<file path="src/rtl/simt_stk_pkg.sv">
package simt_stk_pkg;
    localparam int WARP_W = 32;
    localparam int PC_W   = 32;
    localparam int N_WR   = 3;

    typedef logic [WARP_W-1:0] mask_t;
    typedef logic [PC_W-1:0]   pc_t;

    typedef struct packed {
        pc_t   rpc;
        pc_t   npc;
        mask_t mask;
    } stk_ent_t;

    localparam pc_t NO_RECONV = '1;

    typedef enum logic [1:0] {
        BR_NONE,
        BR_ALL_TAKEN,
        BR_ALL_FALL,
        BR_SPLIT
    } br_kind_e;

    function automatic br_kind_e classify(logic valid, mask_t taken, mask_t active);
        if (!valid)                        return BR_NONE;
        if ((active & ~taken) == '0)       return BR_ALL_TAKEN;
        if ((active & taken) == '0)        return BR_ALL_FALL;
        return BR_SPLIT;
    endfunction

    function automatic stk_ent_t mk_ent(pc_t r, pc_t n, mask_t m);
        stk_ent_t e;
        e.rpc  = r;
        e.npc  = n;
        e.mask = m;
        return e;
    endfunction
endpackage

</file>
<file path="src/rtl/simt_stk_mem.sv">
module simt_stk_mem
    import simt_stk_pkg::*;
#(
    parameter int       DEPTH       = 8,
    parameter int       LVL_W       = 4,
    parameter stk_ent_t BOTTOM_INIT = '0
) (
    input  logic             clk,
    input  logic             rst,
    input  logic             wr_en  [N_WR],
    input  logic [LVL_W-1:0] wr_idx [N_WR],
    input  stk_ent_t         wr_ent [N_WR],
    input  logic [LVL_W-1:0] rd_idx,
    output stk_ent_t         rd_ent
);
    localparam int EW = $bits(stk_ent_t);

    logic [DEPTH*EW-1:0] flat;

    for (genvar g = 0; g < DEPTH; g++) begin : g_slot
        localparam stk_ent_t INIT = (g == 0) ? BOTTOM_INIT : stk_ent_t'('0);
        stk_ent_t slot;
        always_ff @(posedge clk) begin
            if (rst) begin
                slot <= INIT;
            end else begin
                // later ports win; the controller never aims two ports at one slot
                for (int w = 0; w < N_WR; w++) begin
                    if (wr_en[w] && wr_idx[w] == LVL_W'(g)) slot <= wr_ent[w];
                end
            end
        end
        assign flat[g*EW +: EW] = slot;
    end

    always_comb begin
        rd_ent = flat[0 +: EW];
        for (int i = 0; i < DEPTH; i++) begin
            if (rd_idx == LVL_W'(i)) rd_ent = flat[i*EW +: EW];
        end
    end
endmodule

</file>
<file path="src/rtl/simt_stk_ctrl.sv">
module simt_stk_ctrl
    import simt_stk_pkg::*;
#(
    parameter int DEPTH = 8,
    parameter int LVL_W = 4
) (
    input  logic             [LVL_W-1:0] level,
    input  stk_ent_t                     top_ent,
    input  logic                         step_valid,
    input  pc_t                          step_pc,
    input  logic                         br_valid,
    input  mask_t                        br_taken_mask,
    input  pc_t                          br_target,
    input  pc_t                          br_fallthru,
    input  pc_t                          br_reconv,
    output logic                         wr_en  [N_WR],
    output logic             [LVL_W-1:0] wr_idx [N_WR],
    output stk_ent_t                     wr_ent [N_WR],
    output logic             [LVL_W-1:0] level_next,
    output logic                         ovf_set
);
    localparam logic [LVL_W-1:0] ONE = LVL_W'(1);
    localparam logic [LVL_W-1:0] CAP = LVL_W'(DEPTH);

    br_kind_e         kind;
    mask_t            tk_mask, nt_mask;
    logic             go_valid;
    pc_t              go_pc;
    logic             keep, push_nt, push_tk;
    logic [LVL_W-1:0] top_idx, base, nt_step, tk_step, raw;

    always_comb begin
        kind     = classify(br_valid, br_taken_mask, top_ent.mask);
        tk_mask  = br_taken_mask & top_ent.mask;
        nt_mask  = top_ent.mask & ~br_taken_mask;
        top_idx  = level - ONE;

        go_valid = 1'b0;
        go_pc    = step_pc;
        case (kind)
            BR_ALL_TAKEN: begin go_valid = 1'b1; go_pc = br_target;   end
            BR_ALL_FALL:  begin go_valid = 1'b1; go_pc = br_fallthru; end
            BR_NONE:      begin go_valid = step_valid; go_pc = step_pc; end
            default:      ;
        endcase

        // split bookkeeping: park current entry unless it already waits at this point
        keep    = (top_ent.rpc != br_reconv);
        push_nt = (br_fallthru != br_reconv);
        push_tk = (br_target != br_reconv);
        base    = keep ? level : top_idx;
        nt_step = {{(LVL_W-1){1'b0}}, push_nt};
        tk_step = {{(LVL_W-1){1'b0}}, push_tk};
        raw     = base + nt_step + tk_step;

        for (int w = 0; w < N_WR; w++) begin
            wr_en[w]  = 1'b0;
            wr_idx[w] = top_idx;
            wr_ent[w] = top_ent;
        end
        level_next = level;
        ovf_set    = 1'b0;

        if (kind == BR_SPLIT) begin
            wr_en[0]  = keep;
            wr_ent[0] = mk_ent(top_ent.rpc, br_reconv, top_ent.mask);
            wr_en[1]  = push_nt;
            wr_idx[1] = base;
            wr_ent[1] = mk_ent(br_reconv, br_fallthru, nt_mask);
            wr_en[2]  = push_tk;
            wr_idx[2] = base + nt_step;
            wr_ent[2] = mk_ent(br_reconv, br_target, tk_mask);
            if (raw > CAP) begin
                level_next = CAP;
                ovf_set    = 1'b1;
            end else begin
                level_next = raw;
            end
        end else if (go_valid) begin
            if (go_pc == top_ent.rpc) begin
                level_next = top_idx;
            end else begin
                wr_en[0]  = 1'b1;
                wr_ent[0] = mk_ent(top_ent.rpc, go_pc, top_ent.mask);
            end
        end
    end
endmodule

</file>
<file path="src/rtl/simt_reconv_stack.sv">
module simt_reconv_stack
    import simt_stk_pkg::*;
#(
    parameter int          DEPTH    = 8,
    parameter logic [31:0] START_PC = 32'h0000_0100,
    localparam int         LVL_W    = $clog2(DEPTH + 3)
) (
    input  logic             clk,
    input  logic             rst,
    input  logic             step_valid,
    input  logic [31:0]      step_pc,
    input  logic             br_valid,
    input  logic [31:0]      br_taken_mask,
    input  logic [31:0]      br_target,
    input  logic [31:0]      br_fallthru,
    input  logic [31:0]      br_reconv,
    output logic [31:0]      next_pc,
    output logic [31:0]      active_mask,
    output logic [LVL_W-1:0] stack_level,
    output logic             overflow
);
    localparam stk_ent_t BOTTOM = stk_ent_t'({NO_RECONV, pc_t'(START_PC), {WARP_W{1'b1}}});

    logic [LVL_W-1:0] level_q, level_d;
    logic             ovf_q, ovf_set;
    stk_ent_t         top_ent;
    logic             wr_en  [N_WR];
    logic [LVL_W-1:0] wr_idx [N_WR];
    stk_ent_t         wr_ent [N_WR];

    simt_stk_mem #(
        .DEPTH      (DEPTH),
        .LVL_W      (LVL_W),
        .BOTTOM_INIT(BOTTOM)
    ) u_mem (
        .clk   (clk),
        .rst   (rst),
        .wr_en (wr_en),
        .wr_idx(wr_idx),
        .wr_ent(wr_ent),
        .rd_idx(level_q - LVL_W'(1)),
        .rd_ent(top_ent)
    );

    simt_stk_ctrl #(
        .DEPTH(DEPTH),
        .LVL_W(LVL_W)
    ) u_ctrl (
        .level        (level_q),
        .top_ent      (top_ent),
        .step_valid   (step_valid),
        .step_pc      (step_pc),
        .br_valid     (br_valid),
        .br_taken_mask(br_taken_mask),
        .br_target    (br_target),
        .br_fallthru  (br_fallthru),
        .br_reconv    (br_reconv),
        .wr_en        (wr_en),
        .wr_idx       (wr_idx),
        .wr_ent       (wr_ent),
        .level_next   (level_d),
        .ovf_set      (ovf_set)
    );

    always_ff @(posedge clk) begin
        if (rst) begin
            level_q <= LVL_W'(1);
            ovf_q   <= 1'b0;
        end else begin
            level_q <= level_d;
            if (ovf_set) ovf_q <= 1'b1;
        end
    end

    assign next_pc     = top_ent.npc;
    assign active_mask = top_ent.mask;
    assign stack_level = level_q;
    assign overflow    = ovf_q;

    // the bottom entry is never popped
    p_level_nonzero_r12: assert property (@(posedge clk) disable iff (rst)
        stack_level != '0);

    // level saturates at the configured depth
    p_level_bound_r9: assert property (@(posedge clk) disable iff (rst)
        stack_level <= LVL_W'(DEPTH));

    // overflow stays set once raised
    p_ovf_sticky_r9: assert property (@(posedge clk) disable iff (rst)
        overflow |=> overflow);

    // a lone step never grows the stack
    p_step_no_push_r2: assert property (@(posedge clk) disable iff (rst)
        (step_valid && !br_valid) |=> stack_level <= $past(stack_level));

    // a branch taken by every active thread never grows the stack
    p_uniform_no_push_r3: assert property (@(posedge clk) disable iff (rst)
        (br_valid && ((br_taken_mask & active_mask) == active_mask))
        |=> stack_level <= $past(stack_level));

    // a path pushed by a branch only holds threads that were active
    p_push_subset_r4: assert property (@(posedge clk) disable iff (rst)
        br_valid |=> (!(stack_level > $past(stack_level))
                      || ((active_mask & ~$past(active_mask)) == '0)));
endmodule

</file>
<file path="config.mk">
export PLATFORM = sky130hd
export DESIGN_NAME = simt_reconv_stack
export DESIGN_NICKNAME = d
export VERILOG_FILES = /design/src/rtl/simt_stk_pkg.sv /design/src/rtl/simt_stk_mem.sv /design/src/rtl/simt_stk_ctrl.sv /design/src/rtl/simt_reconv_stack.sv
export SDC_FILE = /design/constraint.sdc
export NUM_CORES = 2
export LEC_CHECK = 0
export BUFFER_PORTS_ARGS = -buffer_cell sky130_fd_sc_hd__buf_2
export CAP_MARGIN = 20
export CELL_PAD_IN_SITES_DETAIL_PLACEMENT = 0
export CELL_PAD_IN_SITES_GLOBAL_PLACEMENT = 2
export CORE_UTILIZATION = 33
export DETAILED_ROUTE_END_ITERATION = 8
export PLACE_DENSITY_LB_ADDON = 0.1
export SLEW_MARGIN = 20
export SYNTH_ARGS = -nofsm -noshare
export SYNTH_HDL_FRONTEND = slang
export SYNTH_SLANG_ARGS = --single-unit
</file>
<file path="constraint.sdc">
create_clock -name clk -period 7 [get_ports clk]
set_input_delay 0.35 -clock clk [delete_from_list [all_inputs] [get_ports clk]]
set_output_delay 0.35 -clock clk [all_outputs]
set_load 0.05 [all_outputs]
</file>
# Yosys cells after proc, flatten, opt, wreduce, memory -nomap -nowiden
# Cells that the tools add are included.
# op_classes
n_addsub	3
n_lt_le_gt_ge	1
n_eq_ne	28
n_mux	60
bitwise_logic	3
n_reduce_logical	42
# op_table
operator	n
$mux W96	31
$mux W192	1
$mux W64	3
$ne A32 B32 Y1	3
$and A32 B32 Y32	2
$logic_not A32 Y1	2
$pmux W32 S2	1
$eq A4 B3 Y1 const B	12
$eq A32 B32 Y1	1
$not A32 Y32	1
$eq A4 B2 Y1 const B	6
$logic_and A1 B1 Y1	24
$reduce_bool A3 Y1	8
$mux W4	5
$mux W2	7
$eq A4 B1 Y1 const B	3
$logic_not A4 Y1	3
$mux W1	10
$add A4 B1 Y4	2
$mux W8	1
$eq A2 B2 Y1 const B	2
$gt A4 B4 Y1 const B	1
$reduce_bool A2 Y1	2
$sub A4 B1 Y4 const B	1
5 further kinds	5
# word_totals
register_bits	773
input_bits	164
out_inout_bits	69
elab_cells	163

# Logic depth before layout (Yosys ltp)
# logic_depth
depth_word	28
ltp_mapped	35
depth_no_buf	24

# By module
# Synthesis repeated with hierarchy kept, for this count alone.
# unflattened
hier_cells	6282
area_unflattened_um2	54194.5
# modules_own_cells
mod	instances	cells_each	area_per_inst_um2	seq_area_each_um2
simt_stk_mem	1	5266	47077.7	15374.7
simt_stk_ctrl	1	998	6932.9	0.0
simt_reconv_stack	1	18	183.9	100.1

# Worst setup path after synthesis
# OpenSTA, ideal clock, no wires.
# synth_timing
path_type	register to register
startpoint	register level_q[1] (netlist: stack_level[1])
endpoint	register u_mem.g_slot[3].slot, in the netlist u_mem.flat[308]
setup_time_ps	122
arrival_time_ps	7440
required_ps	6878
setup_slack_ps	-562
path_stages_with_launch	33
n_path_buf	9
period_less_slack_ps	7562
path_cell_list	dfxtp_1 buf_2 inv_1 ha_1 buf_2 buf_4 nor3b_1 nand3_2 buf_2 buf_6 buf_6 buf_2 o221a_2 a21oi_1 nor3_1 a2111oi_0 nand4_1 nor4_4 and2_1 xnor2_1 clkinv_1 ha_1 ha_1 mux2i_1 a21oi_1 xnor2_4 or4b_4 nand2_4 a21oi_4 and2_1 buf_2 buf_6 a221o_1
# synth_between
elab_chain_len	25
word_cells_on_any_way	58
classes_between	add/sub (2); eq/ne (14); mux (32); bitwise (2); reduce/logical (8)
# synth_rtl
element	line_no	source
start, declared	simt_reconv_stack.sv:24	logic [LVL_W-1:0] level_q, level_d;
start signal, assigned	simt_reconv_stack.sv:70	level_q <= level_d;
$sub A4 B1 Y4	simt_stk_ctrl.sv:36, simt_reconv_stack.sv:41	
$eq A4 B1 Y1	simt_stk_mem.sv:39	if (rd_idx == LVL_W'(i)) rd_ent = flat[i*EW +: EW];
$mux W96 (7 in a row)	simt_stk_mem.sv:39	
$and A32 B32 Y32	simt_stk_pkg.sv:27, simt_stk_ctrl.sv:34	
$logic_not A32 Y1	simt_stk_pkg.sv:27	if ((active & taken) == '0) return BR_ALL_FALL;
$mux W1 (2 in a row)	simt_stk_pkg.sv:27	
$mux W1	simt_stk_pkg.sv:26	if ((active & ~taken) == '0) return BR_ALL_TAKEN;
$mux W2	simt_stk_pkg.sv:28	return BR_SPLIT;
[2 not listed]	--	
$eq A2 B2 Y1 / $eq A2 B1 Y1 (equally long branches)	simt_stk_ctrl.sv:40	case (kind)
$pmux W32 S2 / $reduce_or A2 Y1 (equally long branches)	--	
$eq A32 B32 Y1 / $pmux W1 S2 (equally long branches)	simt_stk_ctrl.sv:80, simt_stk_ctrl.sv:40	
$mux W1 / $mux W64 (equally long branches)	simt_stk_ctrl.sv:80, simt_stk_ctrl.sv:79	
$mux W1 / $mux W64 (equally long branches)	simt_stk_ctrl.sv:79, simt_stk_ctrl.sv:64	
$mux W1 / $mux W96 (equally long branches)	simt_stk_ctrl.sv:64, simt_stk_mem.sv:29	
$logic_and A1 B1 Y1 / $mux W96 (equally long branches)	simt_stk_mem.sv:29	if (wr_en[w] && wr_idx[w] == LVL_W'(g)) slot <= wr_ent[w];
$reduce_bool A3 Y1 (no line) / $mux W96 (equally long branches)	--	
end signal, assigned	simt_stk_mem.sv:29	
end, declared	simt_stk_mem.sv:22	stk_ent_t slot;
# Parallel ways exist; a longest one is shown, timed or not. The select of a mux whose other input is x is not followed.
# A chain may end at the register's enable or synchronous reset.

# Worst setup path after layout
# layout_timing
startpoint	register level_q[0] (netlist: stack_level[0])
endpoint	register u_mem.g_slot[4].slot, in the netlist u_mem.flat[413]
# layout_between
elab_chain_len	25
word_cells_on_any_way	58
classes_between	add/sub (2); eq/ne (14); mux (32); bitwise (2); reduce/logical (8)
# layout_rtl
element	line_no
$sub A4 B1 Y4	simt_stk_ctrl.sv:36, simt_reconv_stack.sv:41
$eq A4 B1 Y1	simt_stk_mem.sv:39
$mux W96 (7 in a row)	simt_stk_mem.sv:39
$and A32 B32 Y32	simt_stk_pkg.sv:27, simt_stk_ctrl.sv:34
$logic_not A32 Y1	simt_stk_pkg.sv:27
$mux W1 (2 in a row)	simt_stk_pkg.sv:27
$mux W1	simt_stk_pkg.sv:26
$mux W2	simt_stk_pkg.sv:28
[2 not listed]	--
$eq A2 B2 Y1 / $eq A2 B1 Y1 (equally long branches)	simt_stk_ctrl.sv:40
$pmux W32 S2 / $reduce_or A2 Y1 (equally long branches)	--
$eq A32 B32 Y1 / $pmux W1 S2 (equally long branches)	simt_stk_ctrl.sv:80, simt_stk_ctrl.sv:40
$mux W1 / $mux W64 (equally long branches)	simt_stk_ctrl.sv:80, simt_stk_ctrl.sv:79
$mux W1 / $mux W64 (equally long branches)	simt_stk_ctrl.sv:79, simt_stk_ctrl.sv:64
$mux W1 / $mux W96 (equally long branches)	simt_stk_ctrl.sv:64, simt_stk_mem.sv:29
$logic_and A1 B1 Y1 / $mux W96 (equally long branches)	simt_stk_mem.sv:29
$reduce_bool A3 Y1 (no line) / $mux W96 (equally long branches)	--
end signal, assigned	simt_stk_mem.sv:29
end, declared	simt_stk_mem.sv:22
# Parallel ways exist; a longest one is shown, timed or not. The select of a mux whose other input is x is not followed.

==> flow_metrics.py <==
metrics = {
    "run_status": {
        "status": "complete, but fails checks",
        "violations": "setup timing",
    },
    "cts": {
        "ctsLongestPathBuffers": 3,
        "clock_latency_ns": 0.75,
        "cts_tree": "yes",
        "cts_made_buffers": 100,
        "clockRootBuffer": "clkbuf_16",
        "cts_max_level": 3,
        "clk_pin_slew_worst_paths_ns": 0.06,
        "clock-sinks": 773,
    },
    "final_layout": {
        "nNetsFinal": 7681,
        "final_common_cell": "nor2_1",
        "regArea_um2": 15500,
        "final_cell_mix": "nor2_1 (1192), dfxtp_1 (769), buf_4 (740), nand2_1 (536), a21oi_1 (532)",
        "area_growth_syn_to_layout_pct": 32.8,
        "fill_cells": 15300,
        "design_area_um2": 66000,
        "multi_input_area_um2": 32400,
        "drive_gt1_share_pct": 22.8,
        "final_util_pct": 44.1,
    },
    "timing": {
        "relSlewSlack_pct": 9.16,
        "fmax_mhz": 142,
        "finalSetupViolCount": 6,
        "finalCritPeriodShare_pct": 100,
        "hold-worst-slack_ns": 0.0341,
        "rsz0062_at_grt": "true",
        "fin_crit_ns": 7.02,
        "skew_ns": 0.0400,
        "setup_tns_ns": -0.0752,
        "setup_ws_ns": -0.0186,
        "worst_slew_pin_slew_ns": 1.35,
        "slew_violations": 0,
        "finalHoldViolCount": 0,
    },
    "power_and_ir_drop": {
        "pwr-share-comb_pct": 44.5,
        "swShare_pct": 43.4,
        "p_leak_nw": 26.8,
        "pwr-share-clk_pct": 28.7,
        "seqPwrFrac_pct": 26.8,
        "power_mw": 19.9,
        "vdd_drop_max_uv": 237,
        "switchingPower_mw": 8.61,
        "intPower_mw": 11.2,
        "pwr_density_cell_nw_per_um2": 301,
    },
    "route": {
        "first_iter_violations": 8192,
        "wl_per_cell_um": 34.2,
        "vias": 60700,
        "ant_nets": 0,
        "drt-pass1-iter-count": 6,
        "drt_drc_violations_left": 0,
        "wirelength_um": 329000,
        "viasPerCell": 6.31,
    },
    "global_route": {
        "gr-total-overflow": 0,
        "track_usage_pct": 41.2,
        "antenna_found_initial": 19,
        "grt_pass1_wl_um": 445000,
        "grt_pass1_vias": 55100,
        "grt_max_degree": 141,
    },
    "placement": {
        "place.gp.congestion": 1.03,
        "dpl.hpwl_um": 233000,
        "port_buffers": 232,
        "dpl_cell_area_um2": 60300,
    },
    "setup_path": {
        "slowest_stage": "or4_4",
        "cp_max_fo": 8,
        "start_kind": "flop",
        "critPathCaptureType": "flop",
        "cpMostUsedCell": "buf_6",
        "r2r-start": "stack_level[0]$_SDFFE_PP1P_",
        "crit_cells": 34,
        "crit_buf_inv": 14,
        "crit_family": "simple AND/OR/NAND/NOR gates",
        "startpoint": "stack_level[0]$_SDFFE_PP1P_",
        "rrSetupSlack_ns": -0.02,
        "arrival_ns": 7.65,
        "cp_data_required_time_ns": 7.63,
        "crit_path_end": "u_mem.flat[413]$_SDFFE_PP0P_",
        "rr_worst_depth": 34,
        "critPathKind": "flop to flop",
        "max_stage_delay_ns": 0.55,
        "crit-reg2reg-capture": "u_mem.flat[413]$_SDFFE_PP0P_",
    },
    "die": {
        "start_util_pct": 33.2,
        "die_h_um": 390,
        "io_pins": 233,
        "core-area_um2": 150000,
        "die_x_um": 390,
        "dieArea_um2": 152000,
        "fp-row-count": 142,
    },
    "hold_path": {
        "min_path_type": "input port to flop",
    },
    "logic_synthesis": {
        "synth_top_area_share_pct": 31.1,
        "ys_top_cells_by_area": "dfxtp_1 (31%), nor2_1 (9.2%), a21oi_1 (5.6%)",
        "seq_area_frac_synth_pct": 31.1,
        "synthCells": 6829,
        "ys_warn_count": 0,
        "syn_area_um2": 49700,
        "synthesis.nets": 7001,
        "synth_ff_type": "dfxtp_1",
        "netlist-cell-type-count": 114,
        "postSynthAreaPerCell_um2": 7.28,
        "synth-edff-count": 0,
        "synthArstFlopShare_pct": 0,
        "synth_seq_cells": 773,
        "synth.largest_area_cell": "dfxtp_1",
    },
    "job": {
        "max-cap-violations": 0,
    },
}
==> layer usage <==
| layer | part of all wire (%) | up-vias | GRT usage [%] |
|---|---|---|---|
| met3 | 11 | 832 | 10.4 |
| met2 | 42 | 3892 | 61.0 |
| met5 | 0.12 | - | 0 |
| met4 | 6.8 | 12 | 23.6 |
| met1 | 40 | 29500 | 53.9 |
| li1 | - | 26500 | - |
==> how the worst min path moves through the flow <==
stage	startpoint	endpoint	cells past startpoint
2_1_floorplan	u_mem.flat[321]$_SDFFE_PP0P_	u_mem.flat[321]$_SDFFE_PP0P_	2
3_3_place_gp	u_mem.flat[334]$_SDFFE_PP0P_	u_mem.flat[334]$_SDFFE_PP0P_	2
3_5_place_dp	u_mem.flat[321]$_SDFFE_PP0P_	u_mem.flat[321]$_SDFFE_PP0P_	2
4_1_cts	br_taken_mask[1]	u_mem.flat[1]$_SDFFE_PP1P_	4
5_1_grt	br_taken_mask[19]	u_mem.flat[19]$_SDFFE_PP1P_	3
6_report	br_taken_mask[1]	u_mem.flat[1]$_SDFFE_PP1P_	4
==> final cells by class <==
class,instances,area share [%]
multi-input combinational,5266,49.1
clock buffer,147,4.50
tap,2016,3.82
inverter,145,0.839
sequential,773,23.5
antenna,18,0.0682
clock inverter,37,0.836
timing repair buffer,1223,17.4
==> state kept, by name, indices dropped and copies added (netlist names) <==
signal and cells:
overflow 1, u_mem.flat 768, stack_level 4
==> logic make-up (layout without fill, tap and decap cells) <==
logic type / count (synthesis) / count (layout) / synth area share [%]
mux: 240 / 240 / 4.92
buf+inv: 790 / 1552 / 6.69
simple gates: 2686 / 2686 / 24.1
xor+xnor: 117 / 117 / 2.13
fa+ha+maj: 8 / 8 / 0.201
flops: 773 / 773 / 31.1
other cells: 0 / 18 / 0
compound gates: 2215 / 2215 / 30.8
==> per-stage QoR <==
step	cells	worst slack, ns
floorplan	6829	0.0442
global placement	9333	-1.24
detailed placement	9334	-0.987
CTS	9554	-0.0184
global route	9608	-0.0510
finish	9625	-0.0186
==> power groups by stage <==
stage / Combinational, mW / Clock [mW] / Sequential (mW)
final: 8.84 / 5.69 / 5.32
after global routing: 9.11 / 5.90 / 5.37
after CTS: 8.32 / 5.74 / 5.30
after detailed placement: 8.16 / 0 / 5.38
after global placement: 8.14 / 0 / 5.38
after floorplan: 4.29 / 0 / 5.28
==> synthesized netlist by cell type, types with 34 or more instances <==
cell       number
nor2_1       1218
nor3_1        462
o21ai_1        36
o22ai_1       120
a21oi_1       554
dfxtp_1       773
buf_1          62
nand4_1        53
a31oi_1        43
inv_1         141
o2111ai_1      34
nor4_1         34
nand3_1       111
nand2_1       543
mux2i_1       203
a211oi_1      262
xnor2_1        90
o21ai_0       373
nor2b_1        45
a311oi_1       61
mux2_2         37
a221o_1       234
o211ai_1       79
buf_2         170
nand2b_1       37
clkbuf_1      384
a22oi_1        37
==> worst min-delay path, cell delays in order <==
cell and delay (ns):
buf_2 0.15, nand2_1 0.06, o21ai_0 0.06, o311ai_0 0.10
==> timing repair <==
action,in CTS,in global routing
hold endpoints to repair,3,0
endpoints found under the setup margin,772,758
resized for setup,95,142
pin swaps,21,90
buffers inserted,31,39
gates cloned,2,14
hold buffers,3,0
(Power assumes the default switching activity.)
